===== src/rtl/pwm_updown_pkg.sv =====
package pwm_updown_pkg;
  typedef enum logic [1:0] {
    REG_DUTY  = 2'd0,
    REG_EVT   = 2'd1,
    REG_PHASE = 2'd2,
    REG_CTRL  = 2'd3
  } reg_addr_e;

  typedef enum logic {
    LOAD_AT_ZERO = 1'b0,
    LOAD_AT_PEAK = 1'b1
  } load_sel_e;
endpackage


===== src/rtl/pwm_shadow_regs.sv =====
module pwm_shadow_regs
  import pwm_updown_pkg::*;
#(
  parameter int CW       = 16,
  parameter int PERIOD   = 600,
  parameter int DUTY_RST = 300,
  parameter int EVT_RST  = 586
) (
  input  logic          clk,
  input  logic          rst_n,
  input  logic          wr_en,
  input  logic [1:0]    wr_addr,
  input  logic [CW-1:0] wr_data,
  input  logic          load_evt,
  output logic [CW-1:0] duty_act,
  output logic [CW-1:0] evt_act,
  output logic [CW-1:0] phase_val,
  output logic          phase_pend,
  output load_sel_e     load_sel
);
  localparam logic [CW-1:0] PH_MAX = CW'(PERIOD - 2);

  reg_addr_e     addr;
  logic [CW-1:0] duty_sh, duty_sh_n, evt_sh, evt_sh_n;
  logic [CW-1:0] duty_act_n, evt_act_n, phase_n;
  logic          pend_n, upd_en;
  load_sel_e     sel_n;

  assign addr   = reg_addr_e'(wr_addr);
  assign upd_en = wr_en | load_evt;

  always_comb begin
    duty_sh_n  = duty_sh;
    evt_sh_n   = evt_sh;
    duty_act_n = duty_act;
    evt_act_n  = evt_act;
    phase_n    = phase_val;
    pend_n     = phase_pend;
    sel_n      = load_sel;
    if (load_evt) begin
      duty_act_n = duty_sh;
      evt_act_n  = evt_sh;
      pend_n     = 1'b0;
    end
    if (wr_en) begin
      case (addr)
        REG_DUTY:  duty_sh_n = wr_data;
        REG_EVT:   evt_sh_n  = wr_data;
        REG_PHASE: begin
          phase_n = (wr_data > PH_MAX) ? PH_MAX : wr_data;
          pend_n  = 1'b1;
        end
        default:   sel_n = load_sel_e'(wr_data[0]);
      endcase
    end
  end

  always_ff @(posedge clk or negedge rst_n) begin
    if (!rst_n) begin
      duty_sh    <= CW'(DUTY_RST);
      evt_sh     <= CW'(EVT_RST);
      duty_act   <= CW'(DUTY_RST);
      evt_act    <= CW'(EVT_RST);
      phase_val  <= '0;
      phase_pend <= 1'b0;
      load_sel   <= LOAD_AT_ZERO;
    end else if (upd_en) begin
      duty_sh    <= duty_sh_n;
      evt_sh     <= evt_sh_n;
      duty_act   <= duty_act_n;
      evt_act    <= evt_act_n;
      phase_val  <= phase_n;
      phase_pend <= pend_n;
      load_sel   <= sel_n;
    end
  end

  assert_act_hold_R4: assert property (@(posedge clk) disable iff (!rst_n)
    !load_evt |=> ($stable(duty_act) && $stable(evt_act)));

  assert_phase_sat_R7: assert property (@(posedge clk) disable iff (!rst_n)
    phase_val <= PH_MAX);

  assert_same_cycle_R8: assert property (@(posedge clk) disable iff (!rst_n)
    (load_evt && wr_en && addr == REG_DUTY) |=> (duty_act == $past(duty_sh)));
endmodule


===== src/rtl/pwm_counter.sv =====
module pwm_counter
  import pwm_updown_pkg::*;
#(
  parameter int CW     = 16,
  parameter int PERIOD = 600
) (
  input  logic          clk,
  input  logic          rst_n,
  input  load_sel_e     load_sel,
  input  logic [CW-1:0] phase_val,
  input  logic          phase_pend,
  output logic [CW-1:0] cnt,
  output logic          dir_up,
  output logic          at_zero,
  output logic          at_peak,
  output logic          load_evt
);
  localparam logic [CW-1:0] TOP = CW'(PERIOD);
  localparam logic [CW-1:0] ONE = CW'(1);

  logic [CW-1:0] cnt_n;
  logic          dir_n;

  assign at_zero  = (cnt == '0);
  assign at_peak  = (cnt == TOP);
  assign load_evt = (load_sel == LOAD_AT_PEAK) ? at_peak : at_zero;

  always_comb begin
    cnt_n = cnt;
    dir_n = dir_up;
    if (load_evt && phase_pend) begin
      cnt_n = at_zero ? (ONE + phase_val) : (TOP - ONE - phase_val);
    end else if (dir_up) begin
      if (cnt >= TOP - ONE) begin
        cnt_n = TOP;
        dir_n = 1'b0;
      end else begin
        cnt_n = cnt + ONE;
      end
    end else begin
      if (cnt <= ONE) begin
        cnt_n = '0;
        dir_n = 1'b1;
      end else begin
        cnt_n = cnt - ONE;
      end
    end
  end

  always_ff @(posedge clk or negedge rst_n) begin
    if (!rst_n) begin
      cnt    <= '0;
      dir_up <= 1'b1;
    end else begin
      cnt    <= cnt_n;
      dir_up <= dir_n;
    end
  end

  assert_cnt_range_R1: assert property (@(posedge clk) disable iff (!rst_n)
    cnt <= TOP);

  assert_unit_step_R1: assert property (@(posedge clk) disable iff (!rst_n)
    !load_evt |=> (cnt == $past(cnt) + ONE || cnt == $past(cnt) - ONE));

  assert_turn_dir_R1: assert property (@(posedge clk) disable iff (!rst_n)
    (at_peak |-> !dir_up) and (at_zero |-> dir_up));
endmodule


===== src/rtl/pwm_outgen.sv =====
module pwm_outgen #(
  parameter int CW = 16
) (
  input  logic          clk,
  input  logic          rst_n,
  input  logic [CW-1:0] cnt,
  input  logic          dir_up,
  input  logic [CW-1:0] duty_act,
  input  logic [CW-1:0] evt_act,
  output logic          pwm_o,
  output logic          irq_o
);
  logic duty_hit, pwm_n;

  assign duty_hit = (cnt == duty_act);
  assign irq_o    = dir_up && (cnt == evt_act);

  always_comb begin
    pwm_n = pwm_o;
    if (duty_hit) pwm_n = dir_up;
  end

  always_ff @(posedge clk or negedge rst_n) begin
    if (!rst_n) pwm_o <= 1'b0;
    else        pwm_o <= pwm_n;
  end

  assert_pwm_rise_R2: assert property (@(posedge clk) disable iff (!rst_n)
    $rose(pwm_o) |-> $past(dir_up && cnt == duty_act));

  assert_pwm_fall_R2: assert property (@(posedge clk) disable iff (!rst_n)
    $fell(pwm_o) |-> $past(!dir_up && cnt == duty_act));
endmodule


===== src/rtl/pwm_updown.sv =====
module pwm_updown
  import pwm_updown_pkg::*;
#(
  parameter int CW       = 16,
  parameter int PERIOD   = 600,
  parameter int DUTY_RST = 300,
  parameter int EVT_RST  = 586
) (
  input  logic          clk,
  input  logic          rst_n,
  input  logic          wr_en,
  input  logic [1:0]    wr_addr,
  input  logic [CW-1:0] wr_data,
  output logic          pwm_o,
  output logic          irq_o,
  output logic          zero_o,
  output logic          peak_o
);
  logic [1:0]    rst_sync;
  logic          rst_int_n;
  logic [CW-1:0] cnt, duty_act, evt_act, phase_val;
  logic          dir_up, phase_pend, load_evt;
  load_sel_e     load_sel;

  always_ff @(posedge clk or negedge rst_n) begin
    if (!rst_n) rst_sync <= 2'b00;
    else        rst_sync <= {rst_sync[0], 1'b1};
  end
  assign rst_int_n = rst_sync[1];

  pwm_shadow_regs #(.CW(CW), .PERIOD(PERIOD), .DUTY_RST(DUTY_RST), .EVT_RST(EVT_RST)) u_regs (
    .clk(clk), .rst_n(rst_int_n), .wr_en(wr_en), .wr_addr(wr_addr), .wr_data(wr_data),
    .load_evt(load_evt), .duty_act(duty_act), .evt_act(evt_act), .phase_val(phase_val),
    .phase_pend(phase_pend), .load_sel(load_sel)
  );

  pwm_counter #(.CW(CW), .PERIOD(PERIOD)) u_cnt (
    .clk(clk), .rst_n(rst_int_n), .load_sel(load_sel), .phase_val(phase_val),
    .phase_pend(phase_pend), .cnt(cnt), .dir_up(dir_up), .at_zero(zero_o),
    .at_peak(peak_o), .load_evt(load_evt)
  );

  pwm_outgen #(.CW(CW)) u_out (
    .clk(clk), .rst_n(rst_int_n), .cnt(cnt), .dir_up(dir_up), .duty_act(duty_act),
    .evt_act(evt_act), .pwm_o(pwm_o), .irq_o(irq_o)
  );

  assert_sel_zero_R5: assert property (@(posedge clk) disable iff (!rst_int_n)
    (load_sel == LOAD_AT_ZERO && peak_o) |=> ($stable(duty_act) && $stable(evt_act)));
endmodule


===== config.mk =====
export PLATFORM = sky130hd
export DESIGN_NAME = pwm_updown
export DESIGN_NICKNAME = d
export VERILOG_FILES = /design/src/rtl/pwm_updown_pkg.sv /design/src/rtl/pwm_shadow_regs.sv /design/src/rtl/pwm_counter.sv /design/src/rtl/pwm_outgen.sv /design/src/rtl/pwm_updown.sv
export SDC_FILE = /design/constraint.sdc
export NUM_CORES = 1
export LEC_CHECK = 0
export BUFFER_PORTS_ARGS = -buffer_cell sky130_fd_sc_hd__clkbuf_2
export CAP_MARGIN = 15
export CORE_AREA = 3 3 115 117
export DETAILED_ROUTE_END_ITERATION = 8
export DIE_AREA = 0 0 118 120
export PLACE_DENSITY = 0.72
export SETUP_SLACK_MARGIN = 0.15
export SLEW_MARGIN = 20
export SYNTH_ARGS = -nofsm -noshare
export SYNTH_HDL_FRONTEND = slang
export SYNTH_SLANG_ARGS = --single-unit

===== constraint.sdc =====
create_clock -name clk -period 4.5 [get_ports clk]
set_input_delay 0.675 -clock clk [delete_from_list [all_inputs] [get_ports clk]]
set_output_delay 0.675 -clock clk [all_outputs]
set_load 0.02 [all_outputs]

# Yosys cells after proc, flatten, opt, wreduce, memory -nomap -nowiden
# Cells that the tools add are included.
[classes]
addsub = 4
n_lt_le_gt_ge = 3
n_eq_ne = 5
muxes = 13
n_bitwise = 2
n_reduce_logical = 10
[op_table]
columns = ["op", "count"]
rows = [
  ["16-bit 2-to-1 mux", 6],
  ["16-bit equality test", 2],
  ["1-bit by 16-bit adder with 16-bit output (first input constant)", 1],
  ["16-bit by 1-bit adder with 16-bit output (second input constant)", 1],
  ["16-bit by 10-bit equality test with 1-bit output (second input constant)", 1],
  ["16-bit by 10-bit >= comparator with 1-bit output (second input constant)", 1],
  ["16-bit by 10-bit > comparator with 1-bit output (second input constant)", 1],
  ["16-bit by 1-bit <= comparator with 1-bit output (second input constant)", 1],
  ["16-bit logical NOT", 1],
  ["10-bit by 16-bit subtractor with 16-bit output (first input constant)", 1],
  ["16-bit by 1-bit subtractor with 16-bit output (second input constant)", 1],
  ["3-bit AND reduction", 4],
  ["1-bit 2-to-1 mux", 7],
  ["3-bit OR reduction", 1],
  ["2-bit by 1-bit equality test with 1-bit output (second input constant)", 1],
  ["2-bit equality test (second input constant)", 1],
  ["1-bit logical AND", 2],
  ["2-bit logical NOT", 1],
  ["2-bit AND reduction", 1],
  ["1-bit NOT", 1],
  ["1-bit bitwise OR", 1],
]
[totals]
reg_bits = 102
out_inout_bits = 4

# Logic depth before layout (Yosys ltp)
[logic_depth]
depth_word = 5
mapped_depth = 11
ltp_nobuf = 9

# By module
# A second synthesis with hierarchy kept.
[hier_totals]
cells_unflattened = 496
hier_area_um2 = 5579.1
[modules_own_cells]
columns = ["module", "n_inst", "cells_each", "area_each_um2", "seq_area_each_um2"]
rows = [
  ["pwm_shadow_regs", 1, 210, 3160.5, 2072.0],
  ["pwm_counter", 1, 238, 1975.6, 426.7],
  ["pwm_outgen", 1, 45, 389.1, 25.0],
  ["pwm_updown", 1, 3, 53.8, 50.0],
]

# Worst setup path after synthesis
# OpenSTA, ideal clock, no wires.
[synth_timing]
kind = "flip-flop to output port"
start = "register u_cnt.cnt[4]"
end = "output port irq_o"
arrival_time_ns = 1.726
path_slack_ns = 2.099
path_stages_with_launch = 7
cell_sequence = "dfrtp_1 buf_2 clkbuf_1 xor2_1 nor4_1 nand4_1 nor3_1"
[synth_between]
elab_chain_len = 2
[synth_lines]
columns = ["element", "line_no", "rtl"]
rows = [
  ["from (decl)", "pwm_counter.sv:12", "output logic [CW-1:0] cnt,"],
  ["from (signal assigned)", "pwm_counter.sv:55", "cnt <= cnt_n;"],
  ["16-bit equality test", "pwm_outgen.sv:16", "assign irq_o = dir_up && (cnt == evt_act);"],
  ["1-bit logical AND", "pwm_outgen.sv:16", ""],
  ["to (decl)", "pwm_updown.sv:15", "output logic irq_o,"],
]
# No other way between the ends.

# Worst setup path in the final report
[layout_timing]
start = "register u_cnt.cnt[4]"
end = "output port zero_o"
[layout_between]
elab_chain_len = 1
[layout_lines]
columns = ["element", "line_no", "rtl"]
rows = [
  ["16-bit logical NOT", "pwm_counter.sv:24", "assign at_zero = (cnt == '0);"],
  ["to (decl)", "pwm_updown.sv:16", "output logic zero_o,"],
]
# No other way between the ends.

==> impl_metrics.py <==
metrics = {
    "final_layout": {
        "fillerInstances": 1111,
        "antennaDiodeCount": 0,
        "regArea_sq_um": 2580,
        "final_common_cell": "dfrtp_1",
        "syn_to_final_growth_pct": 9.08,
        "nets": 526,
        "final_cell_mix": "dfrtp_1 (84), xor2_1 (41), mux2_2 (35)",
        "multi_input_area_sq_um": 2750,
        "fin_cells": 675,
        "drive_above_1_share_pct": 27.2,
    },
    "floorplan": {
        "die_w_um": 118,
        "num_rows": 41,
        "io_pins": 25,
        "core_area_sq_um": 12500,
        "die_area_sq_um": 14200,
        "die_y_um": 120,
        "initial_core_util_pct": 44.3,
    },
    "placement": {
        "routabilityCongestion": 0.919,
        "io_buffers": 24,
        "dpl.cell_count": 659,
        "place.detailed.hpwl_um": 9490,
    },
    "global_routing": {
        "antenna_found_initial": 0,
        "grt_max_degree": 64,
        "grt_pass1_wl_um": 21100,
        "grt_usage_pct": 19.0,
        "grt_pass1_vias": 3825,
        "overflow": 0,
    },
    "route": {
        "vias": 3803,
        "route.detailed.wl_per_inst_um": 18.9,
        "drt-pass1-iter-count": 5,
        "postRouteAntennaNets": 0,
        "drc_errors": 0,
        "vias_per_cell": 5.63,
        "drt-total-wl_um": 12800,
        "first_iter_violations": 275,
    },
    "sta": {
        "worst_slew_pin_slew_ns": 0.962,
        "hold_viol": 0,
        "setup-tns-final_ns": 0,
        "clock.fmax_mhz": 297,
        "setup_viol": 0,
        "finalCritPeriodShare_pct": 74.8,
        "skew_ns": 0.00603,
        "slew_headroom_pct": 35.4,
        "fin_crit_ns": 3.36,
        "slew_violations": 0,
        "rsz0062_at_grt": "no",
    },
    "cts": {
        "ctsHtreeMaxLevel": 3,
        "holdBufCountCts": 0,
        "cts.sinks": 102,
        "clk_pin_slew_ns": 0.07,
        "cts_root_buf": "clkbuf_16",
        "cts_setup_buffers": 0,
        "cts_tree": "built",
        "insertion_delay_ns": 0.35,
        "cts_made_buffers": 9,
        "cts-resized-gates": 0,
        "clk_path_buf_depth": 2,
    },
    "logic_synthesis": {
        "yosysTopAreaCellShare_pct": 38.5,
        "yosysTopAreaCell": "dfrtp_1",
        "async_flop_share_pct": 100,
        "synth_warnings": 0,
        "synth_seq_area_share_pct": 46.6,
        "synth_cells": 494,
        "synth_edf_count": 0,
        "synthTopCellsByArea": "dfrtp_1 (38%), dfstp_2 (8.1%), mux2_2 (7.1%)",
        "synth-seq-cells": 102,
        "syn_area_per_cell_sq_um": 11.2,
        "syn_area_sq_um": 5530,
        "synth_ff_type": "dfrtp_1",
        "syn_nets": 522,
        "synth.distinct_cells": 63,
    },
    "worst_setup_path": {
        "crit_chain": "nor4_2, nand4_1, inv_2, clkbuf_2",
        "crit_path_end_kind": "output pin",
        "crit_required_ns": 3.83,
        "cp-start-kind": "register",
        "worstPathArrival_ns": 2.69,
        "crit_fanout": 21,
        "rr_endpoint": "u_cnt.cnt[10]$_DFF_PN0_",
        "crit_type": "register to output pin",
        "worstRegToRegCells": 6,
        "rrSetupSlack_ns": 1.60,
        "cpPeakStageDelay_ns": 0.73,
        "cp_slowest_cell": "nand4_1",
        "reg2reg_from": "u_cnt.cnt[4]$_DFF_PN0_",
    },
    "power": {
        "cellLeakagePower_nw": 2.71,
        "peakVddDrop_mv": 0.274,
        "powerDensity_nw_per_um2": 533,
    },
    "run": {
        "maxCapViolations": 0,
    },
    "outcome": {
        "status": "completed",
    },
    "hold_path": {
        "worstHoldPathType": "input port to async pin",
    },
}
## power by group
group          switching, mW  internal (mW)  total, mW
clock network          0.367          0.387      0.753
logic                  0.383          0.493      0.876
registers              0.387           1.20       1.58
total                   1.14           2.08       3.21
## sequential cells by signal (all words and copies together) (netlist names), 2 cells and up
name and count:
u_cnt.cnt 16, u_regs.duty_sh 16, u_regs.duty_act 16, u_regs.phase_val 16, u_regs.evt_sh 16, rst_sync 2, u_regs.evt_act 16
## layer usage
layer	vias up	wire length, um	global-route usage [%]
met3	25	657	3.58
met1	1869	5820	26.3
met4	0	288	6.74
li1	1790	-	-
met2	119	5990	30.0
met5	-	0	0
## synth_stat cells (13+ instances only)
library cell / n
dfrtp_1: 85
xor2_1: 41
mux2_2: 35
nor2_1: 29
mux2_4: 23
nand2_1: 22
clkbuf_1: 17
dfstp_2: 17
a21oi_1: 13
buf_2: 13
nand3_1: 13
xnor2_1: 13
## layout make-up
type                    count  area share, %
well taps                 172           3.57
clock inverters             6          0.913
flip-flops and latches    102           42.7
inverters                   9          0.560
clock buffers              10           3.80
repair buffers             28           2.82
multi-input cells         348           45.6
## worst max-delay path: cells and delay by family, from the launching register on
kind | cells | cell delay (ns)
flip-flops | 1 | 0.59
buffers and inverters | 2 | 0.52
AND/OR/NAND/NOR | 2 | 1.22
## worst max path at each step
| stage | from | to | cells after the start |
|---|---|---|---|
| 6_report | u_cnt.cnt[4]$_DFF_PN0_ | zero_o | 4 |
| 5_1_grt | u_cnt.cnt[4]$_DFF_PN0_ | zero_o | 4 |
| 4_1_cts | u_cnt.cnt[4]$_DFF_PN0_ | zero_o | 4 |
| 3_5_place_dp | u_cnt.cnt[4]$_DFF_PN0_ | zero_o | 4 |
| 3_3_place_gp | u_cnt.cnt[4]$_DFF_PN0_ | zero_o | 4 |
| 2_1_floorplan | rst_sync[1]$_DFF_PN0_ | u_cnt.cnt[0]$_DFF_PN0_ | 0 |
## per-stage QoR
stage	setup WS (ns)	hold WS, ns	utilization (%)	cell area [sq um]	total power, mW
2_1_floorplan	1.48	0.331	-	5530	2.23
3_3_place_gp	1.64	0.342	45.9	5720	2.42
3_5_place_dp	1.57	0.337	46.1	5750	2.46
4_1_cts	1.17	0.0879	48.4	6030	3.22
5_1_grt	0.939	0.0855	48.4	6030	3.40
6_report	1.14	0.0976	48.4	6030	3.21
## cells by family (layout without fill, tap and decap cells)
kind of cell	count (synthesis)	count (layout)	synth area share, %
compound gates	82	82	9.87
xor+xnor	54	54	8.56
other cells	1	1	0.0678
fa+ha+maj	7	7	1.58
mux	68	68	15.4
flops	102	102	46.6
simple gates	136	136	14.1
buf+inv	44	53	3.89
No activity file was read; power rests on OpenSTA's default activity.
